<file path="src/rtl/vid_cmd_rx.sv">
module vid_cmd_rx #(
  parameter int SYNC_STAGES = 2,
  parameter logic [7:0] VID_RST = 8'h00
) (
  input  logic       clk,
  input  logic       rst_n,
  input  logic       svc_in,
  input  logic       svd_in,
  output logic       svd_oe,
  output logic       core_valid,
  output logic       nb_valid,
  output logic [7:0] vid,
  output logic       psi0_n,
  output logic       psi1_n,
  output logic       tlm_en,
  output logic [2:0] ll_trim,
  output logic [1:0] ofs_trim
);
  localparam int NBITS = 27;
  localparam int CW = $clog2(NBITS + 1);
  localparam logic [CW-1:0] FULL = CW'(NBITS);

  logic [SYNC_STAGES:0] c_p, d_p;
  logic c_s, c_q, d_s, d_q;
  logic start_det, stop_det, rise;
  logic active;
  logic [CW-1:0] cnt;
  logic [NBITS-1:0] sh;
  logic addr_ok, sel_any;

  assign svd_oe = 1'b0;

  always_ff @(posedge clk or negedge rst_n)
    if (!rst_n) begin
      c_p <= '1;
      d_p <= '1;
    end else begin
      c_p <= {c_p[SYNC_STAGES-1:0], svc_in};
      d_p <= {d_p[SYNC_STAGES-1:0], svd_in};
    end

  assign c_s = c_p[SYNC_STAGES-1];
  assign c_q = c_p[SYNC_STAGES];
  assign d_s = d_p[SYNC_STAGES-1];
  assign d_q = d_p[SYNC_STAGES];

  assign start_det = c_s & c_q & d_q & ~d_s;
  assign stop_det  = c_s & c_q & ~d_q & d_s;
  assign rise      = c_s & ~c_q;

  // position p (1-based) sits at sh[NBITS-p] once the frame is full
  assign addr_ok = (sh[26:22] == 5'b11000) & ~sh[19];
  assign sel_any = sh[21] | sh[20];

  always_ff @(posedge clk or negedge rst_n)
    if (!rst_n) begin
      active     <= 1'b0;
      cnt        <= '0;
      sh         <= '0;
      core_valid <= 1'b0;
      nb_valid   <= 1'b0;
      vid        <= VID_RST;
      psi0_n     <= 1'b1;
      psi1_n     <= 1'b1;
      tlm_en     <= 1'b0;
      ll_trim    <= '0;
      ofs_trim   <= '0;
    end else begin
      core_valid <= 1'b0;
      nb_valid   <= 1'b0;
      if (start_det) begin
        active <= 1'b1;
        cnt    <= '0;
      end else if (stop_det) begin
        active <= 1'b0;
        cnt    <= '0;
        if (active && cnt == FULL && addr_ok && sel_any) begin
          core_valid <= sh[21];
          nb_valid   <= sh[20];
          psi0_n     <= sh[17];
          vid        <= {sh[16:10], sh[8]};
          psi1_n     <= sh[7];
          tlm_en     <= sh[6];
          ll_trim    <= sh[5:3];
          ofs_trim   <= sh[2:1];
        end
      end else if (rise && active && cnt != FULL) begin
        sh  <= {sh[NBITS-2:0], d_s};
        cnt <= cnt + 1'b1;
      end
    end

  assert_core_pulse_R6: assert property (@(posedge clk) disable iff (!rst_n)
    core_valid |=> !core_valid);
  assert_nb_pulse_R6: assert property (@(posedge clk) disable iff (!rst_n)
    nb_valid |=> !nb_valid);
  assert_strobe_after_stop_R6: assert property (@(posedge clk) disable iff (!rst_n)
    (core_valid || nb_valid) |-> $past(stop_det) && $past(cnt) == FULL);
  assert_fields_hold_R6: assert property (@(posedge clk) disable iff (!rst_n)
    !$stable({vid, psi0_n, psi1_n, tlm_en, ll_trim, ofs_trim}) |-> (core_valid || nb_valid));
  assert_cnt_bound_R7: assert property (@(posedge clk) disable iff (!rst_n)
    cnt <= FULL);
  assert_start_clears_R7: assert property (@(posedge clk) disable iff (!rst_n)
    start_det |=> cnt == '0 && active);
endmodule

</file>
<file path="config.mk">
export PLATFORM = sky130hd
export DESIGN_NAME = vid_cmd_rx
export DESIGN_NICKNAME = d
export VERILOG_FILES = /design/src/rtl/vid_cmd_rx.sv
export SDC_FILE = /design/constraint.sdc
export NUM_CORES = 1
export LEC_CHECK = 0
export CORE_MARGIN = 1.5
export CORE_UTILIZATION = 50
export CTS_CLUSTER_SIZE = 12
export DETAILED_ROUTE_END_ITERATION = 10
export HOLD_SLACK_MARGIN = 0.12
export PLACE_DENSITY = 0.74
export RECOVER_POWER = 25
export SLEW_MARGIN = 20
export SYNTH_ARGS = -nofsm -noshare
export SYNTH_HDL_FRONTEND = slang
export SYNTH_SLANG_ARGS = --single-unit
export TNS_END_PERCENT = 5
</file>
<file path="constraint.sdc">
create_clock -name clk -period 1.8 [get_ports clk]
set_input_delay 0.18 -clock clk [delete_from_list [all_inputs] [get_ports clk]]
set_output_delay 0.18 -clock clk [all_outputs]
set_load 0.005 [all_outputs]
</file>
==> flow_summary.ini <==
[run_status]
status = completed

[sta]
hold_violations = 0
setup_viol = 0
tns_ns = 0
finalCriticalPeriod_ns = 1.71
fin_crit_sh_pct = 94.8
rsz0062_at_grt = false
timing.slew.headroom_pct = 28.1
slew_viol_final = 0
fmax_mhz = 586
fin_skew_ns = 0.0104
tightest_slew_ns = 1.08

[grt]
antenna_found_initial = 0
grtUsageTotal_pct = 16.6
grt-ovfl-total = 0
grt_max_degree = 39
grt_pass1_wl_microns = 5930
first_global_vias = 1230

[critical_path]
r2r-start = cnt[0]
reg2reg_depth = 6
path_max_fanout = 18
critical_path.top_delay_family = flip-flops
slowest_stage = dfrtp_1
path_cells = ha_4 > nand4b_4 > nor3_4 > o2111ai_4 > buf_12 > mux2_4
max_stage_delay_ns = 0.42
arrival_ns = 1.91
r2r-end = ll_trim[1]
end_kind = flop
crit_type = flop to flop
path_buf_inv = 1
worstPathRequired_ns = 2.01
start_kind = flop
r2r_setup_slack_ns = 0.09

[die]
core_area_sq_um = 4320
start_util_pct = 51.5
die_area_sq_um = 4870
rows = 24
die_y_microns = 69.8
ios = 23
die_x_microns = 69.8

[clocking]
clk_latency_ns = 0.33
clock_sinks = 57
numCtsBuffers = 9
clockBufferDepth = 2
cts_tree = done
htree_levels = 3
root_buffer = clkbuf_8
clk_pin_slew_worst_paths_ns = 0.05

[detailed_routing]
vias = 1186
drc = 0
finalWirelength_microns = 3510
drtIter0Drc = 34
viasPerCell = 5.13
dr.pass1.iters = 4
routedWlPerCell_microns = 15.2
ant_nets = 0

[power]
vdd_ir_drop_max_mv = 0.653
swShare_pct = 24.2
power.leakage_uw = 0.00129
seq_power_share_pct = 56.9
p_int_uw = 2120
p_per_area_nw_per_um2 = 1030
p_sw_uw = 676
p_total_uw = 2800
p_comb_share_pct = 9.9
power.share.clock_pct = 33.3

[placed_design]
dp_hpwl_microns = 2350
io_buffers = 21
dp.cells = 214
place.gp.congestion = 0.748

[yosys]
yosysWarnings = 0
ys_seq_area_share_pct = 64.5
synthesis.nets = 147
synth_area_sq_um = 2230
synth.avg_cell_area_sq_um = 15.7
yosysUniqueCellTypes = 28
syn_inst = 142
ys_seq_elements = 57

[layout]
fin_cells = 231
antennaDiodeCount = 0
nets = 179
postLayoutCoreUtil_pct = 62.6
drive_above_1_share_pct = 36.9
areaGrowthSynthToFinish_pct = 21.4

[worst_hold_path]
hold_depth = 0
whs_endpoint = c_p[1]
min_path_type = flop to flop
hold_start = c_p[0]

[job]
max-cap-violations = 0
[cells in the final DEF, fill, tap and decap left out, drive strengths merged]
| cell type | n |
|---|---|
| o21ai | 5 |
| clkinv | 1 |
| inv | 2 |
| nand4b | 1 |
| clkbuf | 16 |
| and2 | 1 |
| nand3b | 1 |
| and3b | 1 |
| o2111ai | 1 |
| xor2 | 2 |
| clkdlybuf4s50 | 18 |
| ha | 1 |
| a22o | 1 |
| nor3 | 3 |
| nand2 | 6 |
| dlygate4sd3 | 3 |
| xnor2 | 1 |
| a31oi | 1 |
| mux2 | 42 |
| nand3 | 1 |
| conb | 1 |
| nand4 | 2 |
| dfstp | 8 |
| dfrtp | 49 |
| buf | 5 |
| nor2 | 6 |
[flip-flops by register name, summed over array words and instances, names as in the netlist]
signal	cells
core_valid	1
tlm_en	1
nb_valid	1
psi1_n	1
active	1
psi0_n	1
ll_trim	3
d_p	3
vid	8
sh	27
c_p	3
ofs_trim	2
cnt	5
[power groups by stage]
stage	Sequential, uW	Clock, uW	Combinational (uW)
finish	1590	931	276
global route	1610	1010	309
CTS	1590	966	274
detailed placement	1600	0	268
global placement	1590	0	252
floorplan	1550	0	201
[stage by stage]
step           hold WS, ns  setup WS, ns  cell area, sq um
3_5_place_dp         0.155       -0.0176              2540
6_report             0.354        0.0928              2710
2_1_floorplan       -0.116        0.0591              2230
3_3_place_gp         0.143        0.0725              2540
4_1_cts              0.241       0.00861              2700
5_1_grt              0.359        0.0112              2710
[cell type report]
type	instances	area, sq um
Multi-Input combinational cell	77	764
Tap cell	52	65.1
Clock inverter	1	5.00
Inverter	2	7.51
Fill cell	334	1620
Sequential cell	57	1440
Clock buffer	15	146
Timing Repair Buffer	27	280
[kinds of logic after synthesis]
group           after synthesis  synth area share, %
mux                          42                 22.6
other cells                   1                0.168
simple gates                 22                 6.06
compound gates                8                 2.98
fa+ha+maj                     1                0.561
flops                        57                 64.5
buf+inv                       8                 2.02
xor+xnor                      3                 1.18
[routing by layer]
| metal | vias up | wire, microns | GRT usage (%) | share of wire [%] |
|---|---|---|---|---|
| met2 | 22 | 1680 | 25.1 | 48 |
| met3 | 8 | 134 | 6.10 | 3.8 |
| met4 | 0 | 93 | 10.9 | 2.6 |
| li1 | 557 | - | - | - |
| met5 | - | 0 | 0 | 0 |
| met1 | 599 | 1600 | 20.1 | 46 |
[Yosys cell counts]
cell,n,area share (%)
a22o_1,1,0.39
a31oi_1,1,0.28
and2_1,1,0.28
and3b_1,1,0.39
buf_2,3,0.67
buf_4,1,0.34
buf_6,1,0.51
clkbuf_1,1,0.17
conb_1,1,0.17
dfrtp_1,49,55
dfstp_2,8,9.4
ha_1,1,0.56
inv_1,2,0.34
mux2_1,3,1.5
mux2_2,31,16
mux2_4,8,5.4
nand2_1,6,1.0
nand3_1,1,0.22
nand3b_1,1,0.34
nand4_1,2,0.56
nand4b_4,1,1.1
nor2_1,6,1.0
nor3_1,2,0.45
nor3_4,1,0.73
o2111ai_4,1,1.2
o21ai_0,5,1.1
xnor2_1,1,0.39
xor2_1,2,0.79
[what timing repair did]
item	CTS	global route
gates resized for setup	1	2
buffers inserted	0	0
endpoints found under the hold margin	19	0
hold buffers	1	0
gates cloned	0	0
pin swaps	0	1
setup endpoints to repair	8	14
[worst max-delay path by stage]
stage | start | endpoint | depth (start not counted)
detailed placement | cnt[0] | vid[3] | 6
global route | cnt[0] | ll_trim[1] | 6
global placement | cnt[1] | ll_trim[1] | 6
finish | cnt[0] | ll_trim[1] | 6
floorplan | cnt[0] | ll_trim[1] | 6
CTS | cnt[0] | vid[3] | 6
Power figures use the tool's default switching activity.
